[src/rtl/ckgen_pkg.sv]
// Shared types and the multiplier lookup for the clock generator controller.
// Assumes the divider field widths fit the largest defined ratio.
package ckgen_pkg;

    localparam int FB_W  = 5;
    localparam int PRE_W = 2;

    typedef enum logic [1:0] {
        PS_DOWN = 2'd0,
        PS_HALT = 2'd1,
        PS_RUN  = 2'd2
    } pwr_state_t;

    typedef enum logic [1:0] {
        SRC_ALIGNED = 2'd0,
        SRC_PLL     = 2'd1,
        SRC_REF     = 2'd2
    } out_src_t;

    typedef struct packed {
        logic [FB_W-1:0]  fb;
        logic [PRE_W-1:0] pre;
        logic             ok;
    } mult_cfg_t;

    // Map a multiplier code onto feedback/prescaler values; undefined codes give zeros.
    function automatic mult_cfg_t mult_lookup(input logic [2:0] code);
        mult_cfg_t r;
        r = '0;
        case (code)
            3'd0: r = '{fb: 5'd4,  pre: 2'd1, ok: 1'b1};
            3'd1: r = '{fb: 5'd9,  pre: 2'd2, ok: 1'b1};
            3'd2: r = '{fb: 5'd6,  pre: 2'd1, ok: 1'b1};
            3'd4: r = '{fb: 5'd8,  pre: 2'd3, ok: 1'b1};
            3'd5: r = '{fb: 5'd16, pre: 2'd3, ok: 1'b1};
            3'd6: r = '{fb: 5'd8,  pre: 2'd1, ok: 1'b1};
            default: r = '0;
        endcase
        return r;
    endfunction

endpackage

[src/rtl/ckgen_dn_timer.sv]
// Loadable down-counter that reports when it has run out.
// Assumes load_val fits in W bits; load wins over counting.
module ckgen_dn_timer #(
    parameter int W = 8
) (
    input  logic         clk,
    input  logic         rst_n,
    input  logic         load,
    input  logic [W-1:0] load_val,
    output logic         expired
);

    logic [W-1:0] cnt;

    // Reload on request, otherwise count down to zero and hold.
    always_ff @(posedge clk) begin
        if (!rst_n)            cnt <= '0;
        else if (load)         cnt <= load_val;
        else if (cnt != '0)    cnt <= cnt - 1'b1;
    end

    assign expired = (cnt == '0);

endmodule

[src/rtl/ckgen_pwr_fsm.sv]
// Power-state register: down / halted / running from the two active-low requests.
// Assumes pd_n and halt_n are already synchronous to clk.
module ckgen_pwr_fsm
    import ckgen_pkg::*;
(
    input  logic       clk,
    input  logic       rst_n,
    input  logic       pd_n,
    input  logic       halt_n,
    output pwr_state_t state,
    output logic       up_evt,
    output logic       down_evt,
    output logic       resume_evt
);

    pwr_state_t nxt;

    // Power-down has priority over halt.
    always_comb begin
        if (!pd_n)        nxt = PS_DOWN;
        else if (!halt_n) nxt = PS_HALT;
        else              nxt = PS_RUN;
    end

    // State register, reset into the down state.
    always_ff @(posedge clk) begin
        if (!rst_n) state <= PS_DOWN;
        else        state <= nxt;
    end

    assign up_evt     = (state == PS_DOWN) && (nxt != PS_DOWN);
    assign down_evt   = (state != PS_DOWN) && (nxt == PS_DOWN);
    assign resume_evt = (state == PS_HALT) && (nxt == PS_RUN);

endmodule

[src/rtl/ckgen_cfg_latch.sv]
// Captures operating mode (only while power-down is requested) and the multiplier code.
// Flags a multiplier change seen while the source is powered.
module ckgen_cfg_latch
    import ckgen_pkg::*;
(
    input  logic       clk,
    input  logic       rst_n,
    input  logic       pd_n,
    input  logic       powered,
    input  logic [2:0] mode_sel,
    input  logic [2:0] mult_sel,
    output logic [2:0] mode_q,
    output mult_cfg_t  mcfg,
    output logic       mult_chg
);

    logic [2:0] mult_q;

    // Mode bits are only legal to change during power-down, so only sample then.
    always_ff @(posedge clk) begin
        if (!rst_n)     mode_q <= 3'b000;
        else if (!pd_n) mode_q <= mode_sel;
    end

    // Multiplier bits may be swapped at any time; register every cycle.
    always_ff @(posedge clk) begin
        if (!rst_n) mult_q <= 3'b000;
        else        mult_q <= mult_sel;
    end

    assign mult_chg = powered && (mult_sel != mult_q);
    assign mcfg     = mult_lookup(mult_q);

endmodule

[src/rtl/ckgen_mode_ctrl.sv]
// Clock generator mode controller top: power states, output-stage controls,
// PLL divider values and settle timing. Timer lengths are in clk cycles.
// Assumes GLITCH_CYC <= PHASE_CYC and all timer lengths are at least 1.
module ckgen_mode_ctrl
    import ckgen_pkg::*;
#(
    parameter int PWRUP_CYC  = 64,
    parameter int MULT_CYC   = 24,
    parameter int PDN_CYC    = 10,
    parameter int GLITCH_CYC = 3,
    parameter int PHASE_CYC  = 20
) (
    input  logic             clk,
    input  logic             rst_n,
    input  logic             pd_n,
    input  logic             halt_n,
    input  logic [2:0]       mode_sel,
    input  logic [2:0]       mult_sel,
    output logic [1:0]       pwr_state,
    output logic             src_on,
    output logic             out_en,
    output logic             out_gnd,
    output logic [1:0]       out_sel,
    output logic [FB_W-1:0]  fb_div,
    output logic [PRE_W-1:0] pre_div,
    output logic             mult_ok,
    output logic             settled,
    output logic             glitch_free,
    output logic             phase_locked
);

    localparam int MAX_A  = (PWRUP_CYC > MULT_CYC) ? PWRUP_CYC : MULT_CYC;
    localparam int MAX_B  = (PDN_CYC > PHASE_CYC) ? PDN_CYC : PHASE_CYC;
    localparam int MAX_C  = (MAX_A > MAX_B) ? MAX_A : MAX_B;
    localparam int MAX_T  = (MAX_C > GLITCH_CYC) ? MAX_C : GLITCH_CYC;
    localparam int CW     = $clog2(MAX_T + 1);

    pwr_state_t state;
    logic       up_evt, down_evt, resume_evt;
    logic [2:0] mode_q;
    mult_cfg_t  mcfg;
    logic       mult_chg;
    logic       settle_exp, pdn_exp, glitch_exp, phase_exp;
    logic       clk_mode;
    out_src_t   src;

    ckgen_pwr_fsm u_fsm (
        .clk        (clk),
        .rst_n      (rst_n),
        .pd_n       (pd_n),
        .halt_n     (halt_n),
        .state      (state),
        .up_evt     (up_evt),
        .down_evt   (down_evt),
        .resume_evt (resume_evt)
    );

    ckgen_cfg_latch u_cfg (
        .clk      (clk),
        .rst_n    (rst_n),
        .pd_n     (pd_n),
        .powered  (state != PS_DOWN),
        .mode_sel (mode_sel),
        .mult_sel (mult_sel),
        .mode_q   (mode_q),
        .mcfg     (mcfg),
        .mult_chg (mult_chg)
    );

    // Power-up has priority over a multiplier swap on the same edge.
    ckgen_dn_timer #(.W(CW)) u_settle (
        .clk      (clk),
        .rst_n    (rst_n),
        .load     (up_evt | mult_chg),
        .load_val (up_evt ? CW'(PWRUP_CYC) : CW'(MULT_CYC)),
        .expired  (settle_exp)
    );

    ckgen_dn_timer #(.W(CW)) u_pdn (
        .clk      (clk),
        .rst_n    (rst_n),
        .load     (down_evt),
        .load_val (CW'(PDN_CYC)),
        .expired  (pdn_exp)
    );

    // The two halt-exit windows share structure and differ only in length.
    for (genvar gi = 0; gi < 2; gi++) begin : g_resume
        localparam int LEN = (gi == 0) ? GLITCH_CYC : PHASE_CYC;
        logic exp_w;
        ckgen_dn_timer #(.W(CW)) u_win (
            .clk      (clk),
            .rst_n    (rst_n),
            .load     (resume_evt),
            .load_val (CW'(LEN)),
            .expired  (exp_w)
        );
        if (gi == 0) begin : g_gl
            assign glitch_exp = exp_w;
        end else begin : g_ph
            assign phase_exp = exp_w;
        end
    end

    // Decode captured mode into an output source and whether it carries a clock.
    always_comb begin
        clk_mode = 1'b0;
        src      = SRC_ALIGNED;
        case (mode_q)
            3'b000: begin clk_mode = 1'b1; src = SRC_ALIGNED; end
            3'b100: begin clk_mode = 1'b1; src = SRC_PLL;     end
            3'b110: begin clk_mode = 1'b1; src = SRC_REF;     end
            default: begin clk_mode = 1'b0; src = SRC_ALIGNED; end
        endcase
    end

    // Output-stage controls from the power state and configuration.
    always_comb begin
        out_gnd = (state == PS_DOWN);
        out_en  = (state == PS_RUN) && clk_mode && mcfg.ok;
    end

    assign pwr_state    = state;
    assign out_sel      = src;
    assign fb_div       = mcfg.fb;
    assign pre_div      = mcfg.pre;
    assign mult_ok      = mcfg.ok;
    assign src_on       = (state != PS_DOWN) || !pdn_exp;
    assign settled      = (state != PS_DOWN) && settle_exp;
    assign glitch_free  = (state == PS_RUN) && glitch_exp;
    assign phase_locked = (state == PS_RUN) && phase_exp;

endmodule

[config.mk]
export PLATFORM = sky130hd
export DESIGN_NAME = ckgen_mode_ctrl
export DESIGN_NICKNAME = d
export VERILOG_FILES = /design/src/rtl/ckgen_pkg.sv /design/src/rtl/ckgen_dn_timer.sv /design/src/rtl/ckgen_pwr_fsm.sv /design/src/rtl/ckgen_cfg_latch.sv /design/src/rtl/ckgen_mode_ctrl.sv
export SDC_FILE = /design/constraint.sdc
export NUM_CORES = 1
export LEC_CHECK = 0
export BUFFER_PORTS_ARGS = -buffer_cell sky130_fd_sc_hd__buf_2
export CORE_MARGIN = 4
export CORE_UTILIZATION = 40
export CTS_BUF_LIST = sky130_fd_sc_hd__clkbuf_8
export CTS_CLUSTER_DIAMETER = 120
export DETAILED_ROUTE_END_ITERATION = 10
export SYNTH_ARGS = -nofsm -noshare
export SYNTH_HDL_FRONTEND = slang
export SYNTH_SLANG_ARGS = --single-unit
export TNS_END_PERCENT = 20
[constraint.sdc]
create_clock -name clk -period 2.85 [get_ports clk]
set_input_delay 0.285 -clock clk [delete_from_list [all_inputs] [get_ports clk]]
set_output_delay 0.285 -clock clk [all_outputs]
set_load 0.01 [all_outputs]
==> impl_metrics.json <==
{
  "synth_edf_count": 0,
  "pwr-share-comb_pct": 42.9,
  "cts_htree_levels": 2,
  "p_per_area_mw_per_mm2": 1028,
  "ys_ff_latch": 36,
  "synth_common_cells": "36 x dfxtp_1, 17 x nor3_1, 13 x inv_1, 12 x nor2_1, 11 x nand2_1",
  "async_reset_ff_share_pct": 0,
  "worstPathMaxFanout": 7,
  "crit_path_cell_trace": "or4_4 -> nor2_1 -> nand2_1 -> buf_2",
  "firstDrtPassIters": 4,
  "finClkSkew_ps": 2.601,
  "nets": 253,
  "ys_warn_count": 0,
  "first_iter_violations": 116,
  "period_minus_slack_ps": 2021,
  "design.core.area_mm2": 0.004384,
  "cts_setup_buffers": 0,
  "r2r_cells": 5,
  "tightest_slew_ps": 531.9,
  "routed_via_density": 5.441,
  "r2r-end": "g_resume[0].u_win.cnt[1]",
  "die_w_um": 75.35,
  "setup_viol": 0,
  "grt_pass1_vias": 1370,
  "dpl_worst_slack_ps": 1137,
  "initial_core_util_pct": 41.38,
  "grt_max_degree": 16,
  "synth_top_area_share_pct": 39.72,
  "p_sw_share_pct": 38.13,
  "worstSetupPathType": "reg -> out",
  "relSlewSlack_pct": 64.21,
  "cp.arrival_ps": 1740,
  "worstHoldStart": "halt_n",
  "startpoint_type": "flip-flop",
  "area.growth.synth_to_final_pct": 16.28,
  "clk_pin_slew_ps": 80,
  "r2r_start": "g_resume[0].u_win.cnt[0]",
  "maxCapViolCount": 0,
  "syn-num-nets": 223,
  "setup_tns_ps": 0,
  "grt_setup_unrepaired": "no",
  "die_h_um": 75.35,
  "vias": 1578,
  "root_buffer": "clkbuf_8",
  "dpl.hpwl_mm": 2.815,
  "cts_tree": "built",
  "r2r_slack_ps": 1280,
  "cp.buffers_inverters": 1,
  "max-vdd-ir-drop_mv": 0.3388,
  "antenna_found_initial": 0,
  "finalCritPeriodShare_pct": 70.90,
  "power.share.clock_pct": 20.7,
  "maxSlewViolCount": 0,
  "p_seq_share_pct": 36.4,
  "drive_gt1_share_pct": 17.23,
  "ctsHoldBuffers": 0,
  "crit_path_end": "src_on",
  "p_int_mw": 1.342,
  "routed_wl_mm": 3.778,
  "num_antenna_cells": 0,
  "syn-instance-count": 207,
  "finalPower_mw": 2.169,
  "slowest_stage": "or4_4",
  "worstSkewPairLatency_ps": 290,
  "rows": 24,
  "grt_pass1_wl_mm": 6.272,
  "synth_most_common_cell": "dfxtp_1",
  "status": "completed",
  "port_buffers": 27,
  "synth_area_mm2": 0.001814,
  "clock.fmax_mhz": 494.9,
  "syn_area_per_cell_um2": 8.764,
  "cts_made_buffers": 5,
  "cts.sinks": 36,
  "die_area_mm2": 0.005677,
  "gp_congestion": 0.8474,
  "cp_slowest_stage_delay_ps": 540,
  "grt_usage_pct": 14.54,
  "ys_seq_area_share_pct": 39.72,
  "cts_max_path_buffers": 2,
  "leakagePower_nw": 0.8688,
  "synth_cell_type_count": 43,
  "synthTopCellsByArea": "dfxtp_1 40%, nor3_1 4.7%, xnor2_1 4.3%",
  "ys.flop_type": "dfxtp_1",
  "wl_per_cell_um": 13.03,
  "cp-end-kind": "primary output",
  "cts_resized": 0,
  "crit_family": "simple AND/OR/NAND/NOR gates",
  "switchingPower_uw": 826.9,
  "final_hold_viol_count": 0,
  "critPathLaunch": "u_pdn.cnt[3]",
  "min_path_type": "in -> reg",
  "ios": 28,
  "yosysTopAreaCell": "dfxtp_1",
  "worstPathRequired_ps": 2570,
  "setup_slack_ps": 829.4,
  "cp.depth": 4,
  "route.detailed.drc": 0,
  "grt_overflow": 0,
  "drtAntennaViolNets": 0
}
[flip-flops by register name, indices dropped and copies added, names as in the netlist]
name and flops:
u_settle.cnt 7, u_cfg.mode_q 3, g_resume.u_win.cnt 14, u_fsm.state 2
u_pdn.cnt 7, u_cfg.mult_q 3
[area by class of cell]
type,count,area [µm²]
Sequential cell,36,720.7
Tap cell,52,65.06
Clock inverter,3,42.54
Inverter,13,48.80
Multi-Input combinational cell,154,1028
Clock buffer,5,68.82
Fill cell,455,2275
Timing Repair Buffer,27,135.1
[per-stage QoR]
| stage | area, µm² | hold WS [ps] | util [%] | std cells |
|---|---|---|---|---|
| 6_report | 2110 | 194.6 | 48.12 | 290 |
| 5_1_grt | 2110 | 186.8 | 48.12 | 290 |
| 4_1_cts | 2110 | 183.5 | 48.12 | 290 |
| 3_5_place_dp | 1998 | 478.8 | 45.58 | 282 |
| 3_3_place_gp | 1998 | 471.4 | 45.58 | 282 |
| 2_1_floorplan | 1814 | 357.4 | - | 207 |
[metal layers]
metal | vias up | GRT usage (%) | wire length (µm)
li1 | 829 | - | -
met2 | 27 | 21.38 | 1649
met4 | 0 | 5.243 | 68
met3 | 4 | 5.937 | 157
met5 | - | 0 | 0
met1 | 718 | 19.21 | 1904
[placed cells by master (no fill, tap or decap), types with 4 or more instances in the layout]
cell type,netlist,layout
xnor2_1,9,9
dfxtp_1,36,36
buf_2,0,27
nor2_1,12,12
a21oi_1,7,7
clkbuf_8,0,5
o21ai_0,8,8
a211oi_1,7,7
nor3b_1,8,8
nand2_1,11,11
nor4_1,4,4
and2_1,5,5
nand2b_1,5,5
inv_1,13,13
or4_1,6,6
or3_1,6,6
nor3_1,17,17
ha_1,6,6
[how the worst min path moves through the flow]
stage	end	cells past startpoint
after floorplan	u_fsm.state[0]	1
final	u_fsm.state[0]	2
after detailed placement	g_resume[0].u_win.cnt[6]	1
after global placement	g_resume[0].u_win.cnt[6]	1
after global routing	u_fsm.state[0]	2
after CTS	u_fsm.state[0]	2
[logic make-up after synthesis]
| family | Yosys count | synth area share [%] |
|---|---|---|
| flip-flops | 36 | 39.72 |
| adder cells (fa/ha/maj) | 6 | 4.138 |
| XOR/XNOR | 11 | 5.311 |
| buffers and inverters | 17 | 3.586 |
| multiplexers | 3 | 1.655 |
| AND/OR/NAND/NOR | 93 | 30.14 |
| AO/OA/AOI/OAI | 41 | 15.45 |
[power by group through the flow]
stage / logic, mW / registers, mW / clock network, mW
2_1_floorplan: 0.766 / 0.764 / 0
3_3_place_gp: 0.924 / 0.797 / 0
3_5_place_dp: 0.930 / 0.795 / 0
4_1_cts: 0.938 / 0.788 / 0.464
5_1_grt: 1.06 / 0.812 / 0.490
6_report: 0.930 / 0.788 / 0.450
Note: power is estimated with default switching activity, not from simulation.
